### config.mk
export PLATFORM = sky130hd
export DESIGN_NAME = sync_pulse_responder
export DESIGN_NICKNAME = d
export VERILOG_FILES = /design/src/rtl/wsr_pkg.sv /design/src/rtl/wsr_rst_sync.sv /design/src/rtl/wsr_low_detect.sv /design/src/rtl/wsr_phase_timer.sv /design/src/rtl/sync_pulse_responder.sv
export SDC_FILE = /design/constraint.sdc
export NUM_CORES = 1
export LEC_CHECK = 0
export ABC_AREA = 1
export BUFFER_PORTS_ARGS = -buffer_cell sky130_fd_sc_hd__buf_2
export CAP_MARGIN = 15
export CELL_PAD_IN_SITES_DETAIL_PLACEMENT = 0
export CELL_PAD_IN_SITES_GLOBAL_PLACEMENT = 2
export CORE_MARGIN = 3
export CORE_UTILIZATION = 36
export CTS_CLUSTER_SIZE = 30
export DETAILED_ROUTE_END_ITERATION = 16
export HOLD_SLACK_MARGIN = 0.06
export PLACE_DENSITY_LB_ADDON = 0.12
export REMOVE_ABC_BUFFERS = 1
export SLEW_MARGIN = 20
export SYNTH_ARGS = -nofsm -noshare
export SYNTH_HDL_FRONTEND = slang
export SYNTH_SLANG_ARGS = --single-unit
### constraint.sdc
create_clock -name clk -period 1 [get_ports clk]
set_input_delay 0.05 -clock clk [delete_from_list [all_inputs] [get_ports clk]]
set_output_delay 0.05 -clock clk [all_outputs]
set_load 0.01 [all_outputs]
### src/rtl/wsr_pkg.sv
package wsr_pkg;

  typedef enum logic [2:0] {
    ST_IDLE      = 3'd0,
    ST_WAIT_HIGH = 3'd1,
    ST_SETTLE    = 3'd2,
    ST_DRIVE_LOW = 3'd3,
    ST_SPEEDUP   = 3'd4,
    ST_REARM     = 3'd5
  } wsr_state_e;

  function automatic int unsigned wsr_max(input int unsigned a, input int unsigned b);
    return (a > b) ? a : b;
  endfunction

endpackage

### src/rtl/wsr_rst_sync.sv
module wsr_rst_sync (
  input  logic clk,
  input  logic rst_n_async,
  output logic rst_n_sync
);

  logic meta_q;
  logic sync_q;

  always_ff @(posedge clk or negedge rst_n_async) begin
    if (!rst_n_async) begin
      meta_q <= 1'b0;
      sync_q <= 1'b0;
    end else begin
      meta_q <= 1'b1;
      sync_q <= meta_q;
    end
  end

  assign rst_n_sync = sync_q;

endmodule

### src/rtl/wsr_low_detect.sv
module wsr_low_detect #(
  parameter int unsigned LIMIT = 512
) (
  input  logic clk,
  input  logic rst_n,
  input  logic arm_i,
  input  logic pin_low_i,
  output logic hit_o
);

  localparam int unsigned CW = $clog2(LIMIT + 1);
  localparam logic [CW-1:0] LAST = CW'(LIMIT - 1);

  logic [CW-1:0] run_q;
  logic [CW-1:0] run_d;
  logic          run_en;

  assign hit_o  = arm_i && pin_low_i && (run_q == LAST);
  assign run_en = arm_i || (run_q != '0);

  always_comb begin
    run_d = run_q;
    if (!arm_i || !pin_low_i || hit_o) begin
      run_d = '0;
    end else begin
      run_d = run_q + 1'b1;
    end
  end

  always_ff @(posedge clk or negedge rst_n) begin
    if (!rst_n) begin
      run_q <= '0;
    end else if (run_en) begin
      run_q <= run_d;
    end
  end

endmodule

### src/rtl/wsr_phase_timer.sv
module wsr_phase_timer #(
  parameter int unsigned WIDTH = 8
) (
  input  logic             clk,
  input  logic             rst_n,
  input  logic             run_i,
  input  logic             clr_i,
  output logic [WIDTH-1:0] cnt_o
);

  logic [WIDTH-1:0] cnt_q;
  logic [WIDTH-1:0] cnt_d;
  logic             cnt_en;

  assign cnt_en = run_i || clr_i || (cnt_q != '0);

  always_comb begin
    if (clr_i || !run_i) begin
      cnt_d = '0;
    end else begin
      cnt_d = cnt_q + 1'b1;
    end
  end

  always_ff @(posedge clk or negedge rst_n) begin
    if (!rst_n) begin
      cnt_q <= '0;
    end else if (cnt_en) begin
      cnt_q <= cnt_d;
    end
  end

  assign cnt_o = cnt_q;

endmodule

### src/rtl/sync_pulse_responder.sv
module sync_pulse_responder
  import wsr_pkg::*;
#(
  parameter int unsigned SYNC_LOW_CYCLES  = 512,
  parameter int unsigned SETTLE_CYCLES    = 16,
  parameter int unsigned PULSE_LOW_CYCLES = 128
) (
  input  logic clk,
  input  logic rst_n,
  input  logic pin_level_i,
  output logic drive_en_o,
  output logic drive_val_o,
  output logic busy_o
);

  localparam int unsigned TMR_MAX = wsr_max(SETTLE_CYCLES, PULSE_LOW_CYCLES);
  localparam int unsigned TMR_W   = $clog2(TMR_MAX + 1);
  localparam logic [TMR_W-1:0] SETTLE_LAST = TMR_W'(SETTLE_CYCLES - 1);
  localparam logic [TMR_W-1:0] LOW_LAST    = TMR_W'(PULSE_LOW_CYCLES - 1);

  logic             rst_core_n;
  wsr_state_e       state_q;
  wsr_state_e       state_d;
  logic             req_hit;
  logic             tmr_run;
  logic             tmr_clr;
  logic [TMR_W-1:0] tmr_cnt;
  logic             settle_done;
  logic             low_done;

  // Reset: asynchronous assert, synchronized release
  wsr_rst_sync u_rst_sync (
    .clk         (clk),
    .rst_n_async (rst_n),
    .rst_n_sync  (rst_core_n)
  );

  // Long-low request detector, armed only in idle
  wsr_low_detect #(
    .LIMIT (SYNC_LOW_CYCLES)
  ) u_low_detect (
    .clk       (clk),
    .rst_n     (rst_core_n),
    .arm_i     (state_q == ST_IDLE),
    .pin_low_i (!pin_level_i),
    .hit_o     (req_hit)
  );

  // Shared timer for settle and low phases
  assign tmr_run     = (state_q == ST_SETTLE) || (state_q == ST_DRIVE_LOW);
  assign settle_done = (state_q == ST_SETTLE)    && (tmr_cnt == SETTLE_LAST);
  assign low_done    = (state_q == ST_DRIVE_LOW) && (tmr_cnt == LOW_LAST);
  assign tmr_clr     = settle_done || low_done;

  wsr_phase_timer #(
    .WIDTH (TMR_W)
  ) u_phase_timer (
    .clk   (clk),
    .rst_n (rst_core_n),
    .run_i (tmr_run),
    .clr_i (tmr_clr),
    .cnt_o (tmr_cnt)
  );

  // Next-state logic
  always_comb begin
    state_d = state_q;
    unique case (state_q)
      ST_IDLE:      if (req_hit)     state_d = ST_WAIT_HIGH;
      ST_WAIT_HIGH: if (pin_level_i) state_d = ST_SETTLE;
      ST_SETTLE:    if (settle_done) state_d = ST_DRIVE_LOW;
      ST_DRIVE_LOW: if (low_done)    state_d = ST_SPEEDUP;
      ST_SPEEDUP:                    state_d = ST_REARM;
      ST_REARM:     if (pin_level_i) state_d = ST_IDLE;
      default:                       state_d = ST_IDLE;
    endcase
  end

  // State register
  always_ff @(posedge clk or negedge rst_core_n) begin
    if (!rst_core_n) begin
      state_q <= ST_IDLE;
    end else begin
      state_q <= state_d;
    end
  end

  // Output decode from registered state
  always_comb begin
    drive_en_o  = 1'b0;
    drive_val_o = 1'b0;
    busy_o      = 1'b0;
    unique case (state_q)
      ST_WAIT_HIGH, ST_SETTLE: begin
        busy_o = 1'b1;
      end
      ST_DRIVE_LOW: begin
        busy_o     = 1'b1;
        drive_en_o = 1'b1;
      end
      ST_SPEEDUP: begin
        busy_o      = 1'b1;
        drive_en_o  = 1'b1;
        drive_val_o = 1'b1;
      end
      default: begin
        busy_o = 1'b0;
      end
    endcase
  end

endmodule

Word-level counts from Yosys, hierarchy flattened --
Cells that the tools add are included.
Cells by class: add/subtract/negate cells 2, eq/ne operators 13, multiplexer cells 11, reductions and logical operators 21
Operators with widths (number):
- 3-bit one-hot mux with 6 select lines | 1
- 3-bit two-way mux | 5
- 10-bit by 1-bit adder with 10-bit output (second input constant) | 1
- 10-bit by 9-bit == test with 1-bit output (second input constant) | 1
- 10-bit two-way mux | 1
- 2-bit != test (second input constant) | 5
- 10-bit nonzero test | 1
- 8-bit by 1-bit adder with 8-bit output (second input constant) | 1
- 8-bit by 4-bit == test with 1-bit output (second input constant) | 1
- 8-bit by 7-bit == test with 1-bit output (second input constant) | 1
- 1-bit logical OR | 8
- 8-bit two-way mux | 1
- 8-bit nonzero test | 1
- 3-bit by 2-bit == test with 1-bit output (second input constant) | 2
- 3-bit == test (second input constant) | 2
- 5-bit AND reduction | 1
- 1-bit logical AND | 4
- 4-bit OR reduction | 1
- 3-bit by 1-bit == test with 1-bit output (second input constant) | 1
- 1-bit zero test | 3
- 3-bit zero test | 1
- 1-bit two-way mux | 3
- 2-bit OR reduction | 1
Storage, ports and cells: bits in registers 23, output and inout port bits 3, word-level logic and storage cells 52

Longest topological paths before layout --
depth after elaboration 5, mapped depth 10

Hierarchy --
A second synthesis with hierarchy kept.
Unflattened totals: cells, all modules 188, area total of the unflattened synthesis 1417.6 um2
Modules (own cells, without submodules):
- wsr_low_detect | times used 1, cells an instance 76, area an instance 604.3 um2, seq. area each 250.2 um2
- wsr_phase_timer | times used 1, cells an instance 57, area an instance 446.7 um2, seq. area each 200.2 um2
- sync_pulse_responder | times used 1, cells an instance 52, area an instance 312.8 um2, seq. area each 75.1 um2
- wsr_rst_sync | times used 1, cells an instance 3, area an instance 53.8 um2, seq. area each 50.0 um2

Least setup slack after synthesis --
Ideal clock, no wire load.
path type register to register, start point register u_low_detect.run_q[0], end point register u_low_detect.run_q[1], setup time 0.118 ns, arrival 1.173 ns, data required time 0.882 ns, setup slack -0.291 ns, stages on the path, launching flop included 11, path buffers 0, path through dfrtp_1 ha_1 nand2_1 nor2_4 nand3_2 nand2_4 inv_4 nand2_8 inv_2 nand2_1 nand2_1
Between the ends: cells in the longest elaborated chain, start to end 4, elaborated cells between the ends (all ways) 7
RTL lines:
- start: declaration | RTL line wsr_low_detect.sv:14 | logic [CW-1:0] run_q;
- start signal: assignment | RTL line wsr_low_detect.sv:34 | run_q <= run_d;
- branches (longest 4 deep; another with 10-bit by 1-bit adder with 10-bit output)
Parallel ways; which one is timed is not known. A chain may end at the register's enable or synchronous reset.

Worst setup path in the final report --
start point register state_q[2], end point output port busy_o
Between the ends: cells in the longest elaborated chain, start to end 3, elaborated cells between the ends (all ways) 6
RTL lines:
- start: declaration | RTL line sync_pulse_responder.sv:22 | wsr_state_e state_q;
- start signal: assignment | RTL line sync_pulse_responder.sv:84 | state_q <= state_d;
- 3-bit by 2-bit == test with 1-bit output (tied with other cells) | RTL line sync_pulse_responder.sv:93 | unique case (state_q)
- 4-bit OR reduction (no source line) (*)
- 1-bit two-way mux (*) | RTL line sync_pulse_responder.sv:93
- end: declaration | RTL line sync_pulse_responder.sv:13 | output logic busy_o
Mark *: on every way between the ends. The rest lies on a longest branch, timed or not.

==> out/metrics.cfg <==
[outcome]
status=finished, violations left
violations=setup timing

[timing]
layout_min_cycle_time_ps=1420
skew_ps=9.14
max_freq_ghz=0.706
hold_viol_final=0
drv_slew=0
setup_slack_ps=-416
finalSetupViolations=24
timing.final.crit_share_pct=142
rsz0062_at_grt=true

[cts]
path_clk_slew_ps=140
cts.root.buffer_cell=clkbuf_4
clock_sinks=23
clockBufferDepth=2
cts_made_buffers=3
clk_latency_ps=320
cts_max_level=1
cts_tree=built

[global_route]
grt_pass1_vias=1205
grt_max_degree=22
antenna_found_initial=0
busiest_layer=met2
grt_pass1_wl_mm=5.29
use_met3_pct=2.21
met2_usage_pct=28.9
overflow=0
grtUsageTotal_pct=15.8
grtUsageMet1_pct=19.0

[critical_path]
cp_max_fo=5
arrival_ps=1370
required_ps=950
cpLargestDelayFamily=flip-flops
critPathKind=flop to output pin
critical-path-max-stage-delay_ps=490
path_buf_inv=4
cpMaxStageDelayCell=dfrtp_2
path_cells=inv_4 > nand2_4 > buf_4 > buf_4 > nand3_2 > buf_6
cp_common_cell=buf_4
crit_path_start_kind=flop
endpoint_kind=output pin

[synthesis]
yosysSeqAreaShare_pct=44.3
netlist_area_um2=1300
synth_top_area_share_pct=44.3
avgSynthCellArea_um2=8.39
synth_cell_types=26
yosys-top-cells-area=dfrtp_1 (44%), nand2_1 (8.7%), nor2_1 (6.9%)
yosys_warnings=0
yosysTopAreaCell=dfrtp_1
syn_inst=155
ys_ff_latch=23

[route]
viasPerCell=4.47
ant_nets=0
post_drt_wl_per_cell_um=12.0
finalWirelength_mm=3.19
drtIter0Drc=50
vias=1184
firstDrtPassIters=4
drc_errors=0

[floorplan]
coreArea_um2=3420
std_cell_rows=21
initial_utilization_pct=38.1
die_area_um2=4370
die_h_um=66.1
ios=6
die-width_um=66.1

[placed_design]
pre_cts_ws_ps=-346
port_buffers=5
gp_congestion=0.850
dp_hpwl_mm=2.15

[finish]
final_common_cell=buf_4
num-nets-final=227
fin_util_pct=61.9
syn_to_final_growth_pct=62.6
final_cell_mix=buf_4 (46), nand2_1 (21), dfrtp_1 (20)
antenna_cells=0
drive_above_1_share_pct=60.7

[pwr]
p_per_area_nw_per_um2=2160
ir_worst_vdd_mv=1.70
p_leak_nw=0.980

[worst_hold_path]
hold_class=primary input to flop

[run]
drv_cap=0

==> cells by family (layout without fill, tap and decap cells) <==
kind of cell               count (synthesis)  count (layout)  synth area share, %
adders and majority gates                  4               4                 3.85
buffers and inverters                     22              85                 6.54
and+or+nand+nor                           86              87                 34.5
xor gates and xnor gates                  10              10                 6.74
DFF                                       23              23                 44.3
AOI/OAI and AO/OA                          9               9                 3.85
other                                      1               1                0.288
==> cells in the mapped netlist <==
cell type	n
nand2_1	30
conb_1	1
xor2_1	6
nand4_1	4
xnor2_1	4
nor3_2	3
o21ai_1	1
nand3_1	9
o21ai_0	4
nor3_1	3
dfrtp_1	23
ha_1	4
nand2_8	1
a21oi_1	2
nand3_2	2
nor2_4	3
nand2_4	1
nand2_2	4
nor2_1	24
inv_4	1
inv_1	17
nor3b_1	1
nor3b_2	1
a31oi_1	1
o21ai_2	1
inv_2	4
==> per-stage QoR <==
step / hold slack, ps / power [W] / cell area (um2) / TNS, ps / instances
finish: 155 / 0.00456 / 2110 / -7230 / 265
global placement: -165 / 0.00293 / 1650 / -6170 / 242
CTS: 163 / 0.00424 / 1930 / -6850 / 260
global route: 164 / 0.00489 / 2110 / -9180 / 265
floorplan: -246 / 0.00224 / 1300 / -4630 / 155
detailed placement: -164 / 0.00294 / 1650 / -6470 / 242
==> worst min-delay path: cells and delay by family <==
| kind | cells | cell delay, ps |
|---|---|---|
| buffers and inverters | 3 | 310 |
| AND/OR/NAND/NOR | 2 | 110 |
==> worst paths after layout <==
path,start,cells past startpoint,slack (ps),end
max,state_q[2],6,-420,busy_o
min,pin_level_i,5,160,u_low_detect.run_q[3]
max reg2reg,u_low_detect.run_q[1],10,-370,u_low_detect.run_q[1]
min reg2reg,u_rst_sync.rst_n_sync,1,210,u_low_detect.run_q[1]
max in group asynchronous,rst_n,3,310,u_rst_sync.meta_q
min in group asynchronous,u_rst_sync.rst_n_sync,1,210,u_low_detect.run_q[1]
==> timing repair <==
action                     CTS  global route
setup buffers               13             6
gates cloned                 1             0
resized for setup           45            37
pin swaps                   12            23
setup endpoints to repair   24            24
hold buffers                 2             0
hold endpoints to repair     2             0
==> power breakdown <==
group	total, W	internal, W	switching, W
registers	0.00126	0.00107	0.000187
clock network	0.000456	0.000150	0.000306
logic	0.00284	0.00139	0.00146
total	0.00456	0.00261	0.00195
==> per-layer routing <==
layer,vias up,routed length (um)
li1,615,-
met4,0,16
met5,-,0
met2,6,1760
met3,2,48
met1,561,1360
==> cell type report <==
class | count | area [um2]
Clock buffer | 3 | 22.5
Clock inverter | 1 | 5.00
Fill cell | 289 | 1300
Inverter | 22 | 103
Multi-Input combinational cell | 111 | 876
Sequential cell | 23 | 579
Tap cell | 46 | 57.6
Timing Repair Buffer | 59 | 470
==> sequential cells by signal (all words and copies together) (netlist names) <==
name,count
u_rst_sync.meta_q,1
u_phase_timer.cnt_o,8
state_q,3
u_low_detect.run_q,10
u_rst_sync.rst_n_sync,1
(Power assumes the default switching activity.)
